$ cat src/rtl/spi_rx_pkg.sv
package spi_rx_pkg;

    localparam int BUS_W  = 8;
    localparam int ADDR_W = 3;
    localparam int MATCH_BIT = 6;

    typedef enum logic [ADDR_W-1:0] {
        ADR_STATUS = 3'd0,
        ADR_DAT_HI = 3'd1,
        ADR_DAT_LO = 3'd2,
        ADR_MAT_HI = 3'd3,
        ADR_MAT_LO = 3'd4
    } reg_addr_e;

    // Status byte: first field is bit 7
    typedef struct packed {
        logic rx_full;
        logic match;
        logic tx_empty;
        logic mode_fault;
        logic rx_nfull;
        logic tx_near;
        logic tx_full;
        logic rx_empty;
    } stat_t;

    typedef struct packed {
        logic master;
        logic fifo_en;
        logic enable;
    } cfg_t;

    function automatic logic [BUS_W-1:0] upper_byte(input logic [15:0] w);
        return w[15:8];
    endfunction

    function automatic logic [BUS_W-1:0] lower_byte(input logic [15:0] w);
        return w[7:0];
    endfunction

endpackage

$ cat src/rtl/spi_rx_fifo.sv
module spi_rx_fifo #(
    parameter int WORD_W = 16,
    parameter int DEPTH  = 4
) (
    input  logic                         clk,
    input  logic                         rst,
    input  logic                         flush,
    input  logic                         push,
    input  logic [WORD_W-1:0]            din,
    input  logic                         pop,
    output logic [WORD_W-1:0]            head,
    output logic [$clog2(DEPTH+1)-1:0]   count,
    output logic [$clog2(DEPTH+1)-1:0]   count_next,
    output logic                         push_ok,
    output logic                         pop_ok
);
    localparam int PW = (DEPTH > 1) ? $clog2(DEPTH) : 1;
    localparam int CW = $clog2(DEPTH + 1);
    localparam logic [CW-1:0] FULL = CW'(DEPTH);
    localparam logic [PW-1:0] LAST = PW'(DEPTH - 1);

    logic [WORD_W-1:0] mem [DEPTH];
    logic [PW-1:0]     wp_q, rp_q;
    logic [CW-1:0]     cnt_q;

    function automatic logic [PW-1:0] step(input logic [PW-1:0] p);
        return (p == LAST) ? '0 : p + 1'b1;
    endfunction

    assign pop_ok  = !flush && pop && (cnt_q != '0);
    assign push_ok = !flush && push && ((cnt_q != FULL) || pop_ok);

    always_comb begin
        count_next = cnt_q;
        if (flush)
            count_next = '0;
        else if (push_ok && !pop_ok)
            count_next = cnt_q + 1'b1;
        else if (!push_ok && pop_ok)
            count_next = cnt_q - 1'b1;
    end

    always_ff @(posedge clk) begin
        if (rst || flush) begin
            wp_q  <= '0;
            rp_q  <= '0;
            cnt_q <= '0;
        end else begin
            cnt_q <= count_next;
            if (push_ok) wp_q <= step(wp_q);
            if (pop_ok)  rp_q <= step(rp_q);
        end
    end

    always_ff @(posedge clk) begin
        for (int i = 0; i < DEPTH; i++) begin
            if (push_ok && wp_q == PW'(i)) mem[i] <= din;
        end
    end

    assign head  = mem[rp_q];
    assign count = cnt_q;


    fifo_cap_chk: assert property (@(posedge clk) disable iff (rst)
        cnt_q <= FULL);


    overflow_drop_chk: assert property (@(posedge clk) disable iff (rst)
        (cnt_q == FULL && push && !pop && !flush) |=> (cnt_q == FULL && $stable(wp_q)));

endmodule

$ cat src/rtl/spi_seq_arm.sv
module spi_seq_arm (
    input  logic clk,
    input  logic rst,
    input  logic flush,
    input  logic arm,
    input  logic fire,
    input  logic cancel,
    output logic armed,
    output logic clear
);
    logic armed_q;

    assign clear = armed_q && fire && !cancel;
    assign armed = armed_q;

    always_ff @(posedge clk) begin
        if (rst || flush || cancel)
            armed_q <= 1'b0;
        else if (armed_q && fire)
            armed_q <= 1'b0;
        else if (arm)
            armed_q <= 1'b1;
    end


    cancel_disarm_chk: assert property (@(posedge clk) disable iff (rst)
        cancel |=> !armed_q);

endmodule

$ cat src/rtl/spi_rx_status.sv
module spi_rx_status
    import spi_rx_pkg::*;
#(
    parameter int DATA_W      = 16,
    parameter int FIFO_DEPTH  = 4,
    parameter int TX_DEPTH    = 4,
    parameter int TX_NEAR_LVL = 2
) (
    input  logic              clk,
    input  logic              rst,
    input  logic              cfg_master,
    input  logic              cfg_fifo_en,
    input  logic              cfg_enable,
    input  logic              rx_valid,
    input  logic [DATA_W-1:0] rx_word,
    input  logic [$clog2(TX_DEPTH+1)-1:0] tx_count,
    input  logic              mode_fault,
    input  logic [ADDR_W-1:0] reg_addr,
    input  logic              reg_rd,
    input  logic              reg_wr,
    input  logic [BUS_W-1:0]  reg_wdata,
    output logic [BUS_W-1:0]  reg_rdata
);
    localparam int CW  = $clog2(FIFO_DEPTH + 1);
    localparam int TCW = $clog2(TX_DEPTH + 1);
    localparam logic [CW-1:0]  RX_FULL  = CW'(FIFO_DEPTH);
    localparam logic [CW-1:0]  RX_NEAR  = CW'(FIFO_DEPTH - 1);
    localparam logic [TCW-1:0] TX_FULLC = TCW'(TX_DEPTH);
    localparam logic [TCW-1:0] TX_NEARC = TCW'(TX_NEAR_LVL);

    // configuration change detect
    cfg_t cfg_now, cfg_q;
    logic soft_rst;
    assign cfg_now  = {cfg_master, cfg_fifo_en, cfg_enable};
    assign soft_rst = (cfg_now != cfg_q);

    always_ff @(posedge clk) cfg_q <= cfg_now;

    // bus decode
    logic st_rd, dlo_rd, st_wr_m;
    assign st_rd   = reg_rd && (reg_addr == ADR_STATUS);
    assign dlo_rd  = reg_rd && (reg_addr == ADR_DAT_LO);
    assign st_wr_m = reg_wr && (reg_addr == ADR_STATUS) && reg_wdata[MATCH_BIT];

    // match register
    logic [DATA_W-1:0] match_q;
    always_ff @(posedge clk) begin
        if (rst) match_q <= '0;
        else if (reg_wr && reg_addr == ADR_MAT_HI) match_q[15:8] <= reg_wdata;
        else if (reg_wr && reg_addr == ADR_MAT_LO) match_q[7:0]  <= reg_wdata;
    end

    // receive storage
    logic [DATA_W-1:0] fifo_head, sbuf_q;
    logic [CW-1:0]     fifo_cnt, fifo_cnt_nx;
    logic              push_ok, pop_ok;

    spi_rx_fifo #(.WORD_W(DATA_W), .DEPTH(FIFO_DEPTH)) u_fifo (
        .clk        (clk),
        .rst        (rst),
        .flush      (soft_rst),
        .push       (cfg_fifo_en && rx_valid),
        .din        (rx_word),
        .pop        (cfg_fifo_en && dlo_rd),
        .head       (fifo_head),
        .count      (fifo_cnt),
        .count_next (fifo_cnt_nx),
        .push_ok    (push_ok),
        .pop_ok     (pop_ok)
    );

    always_ff @(posedge clk) begin
        if (rst || soft_rst) sbuf_q <= '0;
        else if (!cfg_fifo_en && rx_valid) sbuf_q <= rx_word;
    end

    logic rx_evt;
    assign rx_evt = cfg_fifo_en ? push_ok : rx_valid;

    // flag registers
    logic rx_full_q, match_f_q, tx_empty_q, modf_q, tx_near_q, rx_empty_q, chk_q;
    logic rx_armed, rx_clear, m_armed, m_clear;

    spi_seq_arm u_rx_arm (
        .clk    (clk),
        .rst    (rst),
        .flush  (soft_rst),
        .arm    (st_rd && rx_full_q && !cfg_fifo_en),
        .fire   (dlo_rd && !cfg_fifo_en),
        .cancel (rx_evt),
        .armed  (rx_armed),
        .clear  (rx_clear)
    );

    spi_seq_arm u_match_arm (
        .clk    (clk),
        .rst    (rst),
        .flush  (soft_rst),
        .arm    (st_rd && match_f_q),
        .fire   (st_wr_m),
        .cancel (rx_evt),
        .armed  (m_armed),
        .clear  (m_clear)
    );

    logic rx_full_nx;
    always_comb begin
        rx_full_nx = rx_full_q;
        if (soft_rst)
            rx_full_nx = 1'b0;
        else if (!cfg_fifo_en) begin
            if (rx_valid)      rx_full_nx = 1'b1;
            else if (rx_clear) rx_full_nx = 1'b0;
        end else begin
            if (push_ok && fifo_cnt_nx == RX_FULL) rx_full_nx = 1'b1;
            else if (pop_ok && fifo_cnt_nx == '0)  rx_full_nx = 1'b0;
        end
    end

    always_ff @(posedge clk) begin
        if (rst) begin
            rx_full_q  <= 1'b0;
            match_f_q  <= 1'b0;
            chk_q      <= 1'b0;
            tx_empty_q <= 1'b1;
            modf_q     <= 1'b0;
            tx_near_q  <= 1'b0;
            rx_empty_q <= 1'b0;
        end else if (soft_rst) begin
            rx_full_q  <= 1'b0;
            match_f_q  <= 1'b0;
            chk_q      <= 1'b0;
            tx_empty_q <= 1'b1;
            modf_q     <= 1'b0;
            tx_near_q  <= cfg_fifo_en;
            rx_empty_q <= cfg_fifo_en;
        end else begin
            rx_full_q  <= rx_full_nx;
            chk_q      <= rx_evt && (rx_word == match_q);
            if (chk_q && rx_full_q) match_f_q <= 1'b1;
            else if (m_clear)       match_f_q <= 1'b0;
            tx_empty_q <= (tx_count == '0);
            if (mode_fault) modf_q <= 1'b1;
            tx_near_q  <= cfg_fifo_en && (tx_count <= TX_NEARC);
            rx_empty_q <= cfg_fifo_en && (fifo_cnt_nx == '0);
        end
    end

    stat_t stat;
    always_comb begin
        stat.rx_full    = rx_full_q;
        stat.match      = match_f_q;
        stat.tx_empty   = tx_empty_q;
        stat.mode_fault = modf_q;
        stat.rx_nfull   = cfg_fifo_en && (fifo_cnt >= RX_NEAR);
        stat.tx_near    = tx_near_q;
        stat.tx_full    = cfg_fifo_en && (tx_count == TX_FULLC);
        stat.rx_empty   = rx_empty_q;
    end

    // read mux
    logic [DATA_W-1:0] rd_word;
    assign rd_word = cfg_fifo_en ? fifo_head : sbuf_q;

    always_comb begin
        unique case (reg_addr)
            ADR_STATUS: reg_rdata = stat;
            ADR_DAT_HI: reg_rdata = upper_byte(rd_word);
            ADR_DAT_LO: reg_rdata = lower_byte(rd_word);
            ADR_MAT_HI: reg_rdata = upper_byte(match_q);
            ADR_MAT_LO: reg_rdata = lower_byte(match_q);
            default:    reg_rdata = '0;
        endcase
    end


    match_after_full_chk: assert property (@(posedge clk) disable iff (rst)
        $rose(match_f_q) |-> $past(rx_full_q));


    rx_clear_seq_chk: assert property (@(posedge clk) disable iff (rst)
        ($fell(rx_full_q) && !$past(soft_rst) && !$past(cfg_fifo_en)) |-> ($past(dlo_rd) && $past(rx_armed)));


    match_clear_seq_chk: assert property (@(posedge clk) disable iff (rst)
        ($fell(match_f_q) && !$past(soft_rst)) |-> ($past(st_wr_m) && $past(m_armed)));


    nfull_empty_excl_chk: assert property (@(posedge clk) disable iff (rst)
        stat.rx_nfull |-> !stat.rx_empty);


    fifo_full_hold_chk: assert property (@(posedge clk) disable iff (rst)
        (cfg_fifo_en && rx_full_q && !soft_rst && !dlo_rd) |=> rx_full_q);


    modf_sticky_chk: assert property (@(posedge clk) disable iff (rst)
        (modf_q && !soft_rst) |=> modf_q);

endmodule

$ cat config.mk
export PLATFORM = sky130hd
export DESIGN_NAME = spi_rx_status
export DESIGN_NICKNAME = d
export VERILOG_FILES = /design/src/rtl/spi_rx_pkg.sv /design/src/rtl/spi_rx_fifo.sv /design/src/rtl/spi_seq_arm.sv /design/src/rtl/spi_rx_status.sv
export SDC_FILE = /design/constraint.sdc
export NUM_CORES = 1
export LEC_CHECK = 0
export BUFFER_PORTS_ARGS = -buffer_cell sky130_fd_sc_hd__buf_2
export CAP_MARGIN = 10
export CORE_MARGIN = 2
export CORE_UTILIZATION = 64
export CTS_CLUSTER_DIAMETER = 150
export DETAILED_ROUTE_END_ITERATION = 16
export GPL_TIMING_DRIVEN = 0
export PLACE_DENSITY = 0.86
export SLEW_MARGIN = 15
export SYNTH_ARGS = -nofsm -noshare
export SYNTH_HDL_FRONTEND = slang
export SYNTH_SLANG_ARGS = --single-unit
$ cat constraint.sdc
create_clock -name clk -period 3.4 [get_ports clk]
set_input_delay 0.68 -clock clk [delete_from_list [all_inputs] [get_ports clk]]
set_output_delay 0.68 -clock clk [all_outputs]
set_load 0.02 [all_outputs]
==> results.txt <==
sequential share of the synthesized area: 57.1%
Slowest-stage cell, CP: mux4_2
CP required: 2720 ps
global-route wire length before repair: 22100 µm
Clock Power Share: 51.6%
Tmin final: 3330 ps
DP Cell Count: 585
Arr. time, crit path: 2650 ps
# fillers: 460
CTS root buffer: clkbuf_8
Async SR Flop Fraction: 0%
CTS tree: yes
grt ovf: 0
Max Clock Skew: 7.12 ps
Num CTS Buffers: 17
Sink Count: 117
status: finished clean
Max FO, Critical Path: 10
DRT antenna net count: 0
max cap viols: 0
final setup fails: 0
internal power: 2.71 mW
Worst R2R Setup Slack: 750 ps
hold buffer count at cts: 0
FF+latch count, synth: 117
Mapped Area: 5220 µm²
H-Tree Depth: 4
logic gate share of total power: 5.8%
Tot GR Track Use: 34.3%
largest net degree at the start of global routing: 17
CP bufs+invs: 3
area added between synthesis and finish: 18.6%
drt first pass iters: 5
delay-heaviest family, CP: compound AO/OA/AOI/OAI gates
top cell type's share of synthesized area: 36.8%
DIE HEIGHT: 94.3 µm
hold path depth: 1
routed len/inst: 22.9 µm
vias in the first global route: 4150
io pins: 47
CP endpoint kind: output pin
Final nets: 549
period utilisation layout: 97.8%
std cell rows: 32
unrepaired setup endpoints after global routing: no
Crit Path Class: reg2out
sw frac: 23.6%
slew at the pin closest to its max-slew limit: 937 ps
critical path launch point type: flip-flop
critical register-to-register path endpoint: u_fifo.mem[3][9]
critical-path cell list: buf_4 > buf_8 > mux4_2 > a22oi_1 > a211oi_1 > a221o_1 > buf_2
Syn Inst Count: 439
Ys Warns: 0
Commonest cells post-synth: 73 x nand2_1, 64 x edfxtp_1, 53 x dfxtp_1
FMAX: 301 MHz
P_leak: 2.12 nW
footprint of the multi-input gates: 2130 µm²
fin. max-slew vios: 0
area fraction in and, or, nand and nor cells after synthesis: 13.8%
Net Count, Synth: 487
layout cells sized above 1: 22.0%
net load switching power: 0.839 mW
Initial Util: 66.9%
multiplexer share of the synthesized area: 9.54%
total negative slack: 0 ps
fin cells: 616
Rel. slew slack: 37.6%
Compound-Gate Fraction of Synth Area: 11.9%
routability cong.: 0.933
CP max stage delay: 550 ps
worst hold path class: in2reg
RR Startpoint: cfg_q[1]
antenna cells: 0
starting DRC count in detailed routing: 549
synth unique cells: 57
antenna violations before repair: 0
DP Wirelength: 9030 µm
Clock Latency Late Sink: 520 ps
DR DRC count: 0
largest family of logic cells by synthesized area: simple AND/OR/NAND/NOR gates
adder-cell area share of the yosys netlist: 2.16%
sequential power share: 42.6%
top_reg_cell synth: edfxtp_1
EDFF count, synth: 64
Reg2Reg Depth: 4
top-count cell post-synth: nand2_1
WL final: 14100 µm
die area: 8900 µm²
Storage cell area: 2980 µm²
Max VDD drop: 0.403 mV
xor and xnor area share after synthesis: 3.35%
via count: 4141
routed vias/inst: 6.72
CTS Buffer Depth: 2
core outline area: 7810 µm²
syn avg cell area: 11.9 µm²
Synth area leader: edfxtp_1
Hold Crit Endpoint: cfg_q[2]
Die X: 94.3 µm
Clk pin slew, worst setup/hold paths: 60 ps
worst hold path startpoint: cfg_master
cell area power density: 573 nW/µm²
synth top area cells: edfxtp_1 37%, dfxtp_1 20%, mux4_2 6.9%, nand2_1 5.2%, a21oi_1 3.8%
I/O Buffers: 44
Fin. Hold Viols: 0
[power groups by stage]
stage	clock (mW)	combinational [mW]	sequential, mW
after global placement	0	0.185	1.54
after global routing	1.89	0.217	1.51
final	1.83	0.205	1.51
after CTS	1.83	0.197	1.51
after floorplan	0	0.108	1.54
after detailed placement	0	0.191	1.54
[flip-flops by register name (all words and copies together), names as in the netlist, named ones only]
register,cells
match_q,16
rx_empty_q,1
u_fifo.mem,64
cfg_q,3
sbuf_q,16
tx_near_q,1
u_fifo.count,3
tx_empty_q,1
match_f_q,1
u_fifo.wp_q,2
u_fifo.rp_q,2
u_match_arm.armed,1
modf_q,1
rx_full_q,1
chk_q,1
u_rx_arm.armed,1
[per-stage QoR]
step	power (mW)	util, %	setup WS (ps)	hold slack, ps	instance area [µm²]
floorplan	1.65	-	787	425	5220
global placement	1.73	71.3	267	429	5570
detailed placement	1.73	71.3	242	442	5570
CTS	3.54	79.2	54.0	285	6190
global route	3.63	79.3	8.08	283	6190
finish	3.55	79.3	73.6	293	6190
[cell families (layout without fill, tap and decap cells)]
kind of cell | count (synthesis) | after routing
AND/OR/NAND/NOR | 146 | 146
flip-flops | 117 | 117
AO/OA/AOI/OAI | 90 | 90
multiplexers | 29 | 29
buffers and inverters | 28 | 103
XOR/XNOR | 20 | 20
adder cells (fa/ha/maj) | 9 | 9
[cells in the final DEF, fill, tap and decap left out, drive strengths merged, types with 3 or more instances in the layout]
cell type and n:
a22oi 6, bufinv 3, inv 11, xnor2 17, nor2b 5, and3 4
a221oi 7, dfxtp 53, mux4 16, a21oi 40, a211oi 9, a221o 6
or3 4, edfxtp 64, nand3 7, nor2 21, nand2 73, clkbuf 34
mux2 6, and2 6, xor2 3, mux2i 7, o21ai 6, ha 9
nand4 6, buf 50, nor3 6, clkinv 5
[how the worst max path moves through the flow]
stage,cells past startpoint,to,startpoint
finish,7,reg_rdata[0],flip-flop
global route,7,reg_rdata[7],flip-flop
CTS,7,reg_rdata[0],flip-flop
detailed placement,7,reg_rdata[4],flip-flop
global placement,7,reg_rdata[4],reg_addr[0]
floorplan,6,reg_rdata[4],flip-flop
[cell type report]
| cell class | instances | area share (%) |
|---|---|---|
| sequential | 117 | 48.2 |
| multi-input combinational | 294 | 34.5 |
| clock buffer | 18 | 6.75 |
| timing repair buffer | 44 | 3.55 |
| clock inverter | 14 | 3.05 |
| tap | 102 | 2.06 |
| buffer | 22 | 1.68 |
| inverter | 5 | 0.303 |
[repair_timing]
item,4_1_cts,5_1_grt
buffers inserted,0,0
resized for setup,5,2
endpoints found under the setup margin,8,3
[layer usage]
layer | GRT usage, % | share of wire, % | vias to the layer above
met2 | 53.3 | 48 | 323
met5 | 0 | 0 | -
met3 | 8.86 | 10 | 57
met1 | 45.0 | 38 | 1978
li1 | - | - | 1783
met4 | 16.9 | 3.9 | 0
Power figures use the tool's default switching activity.
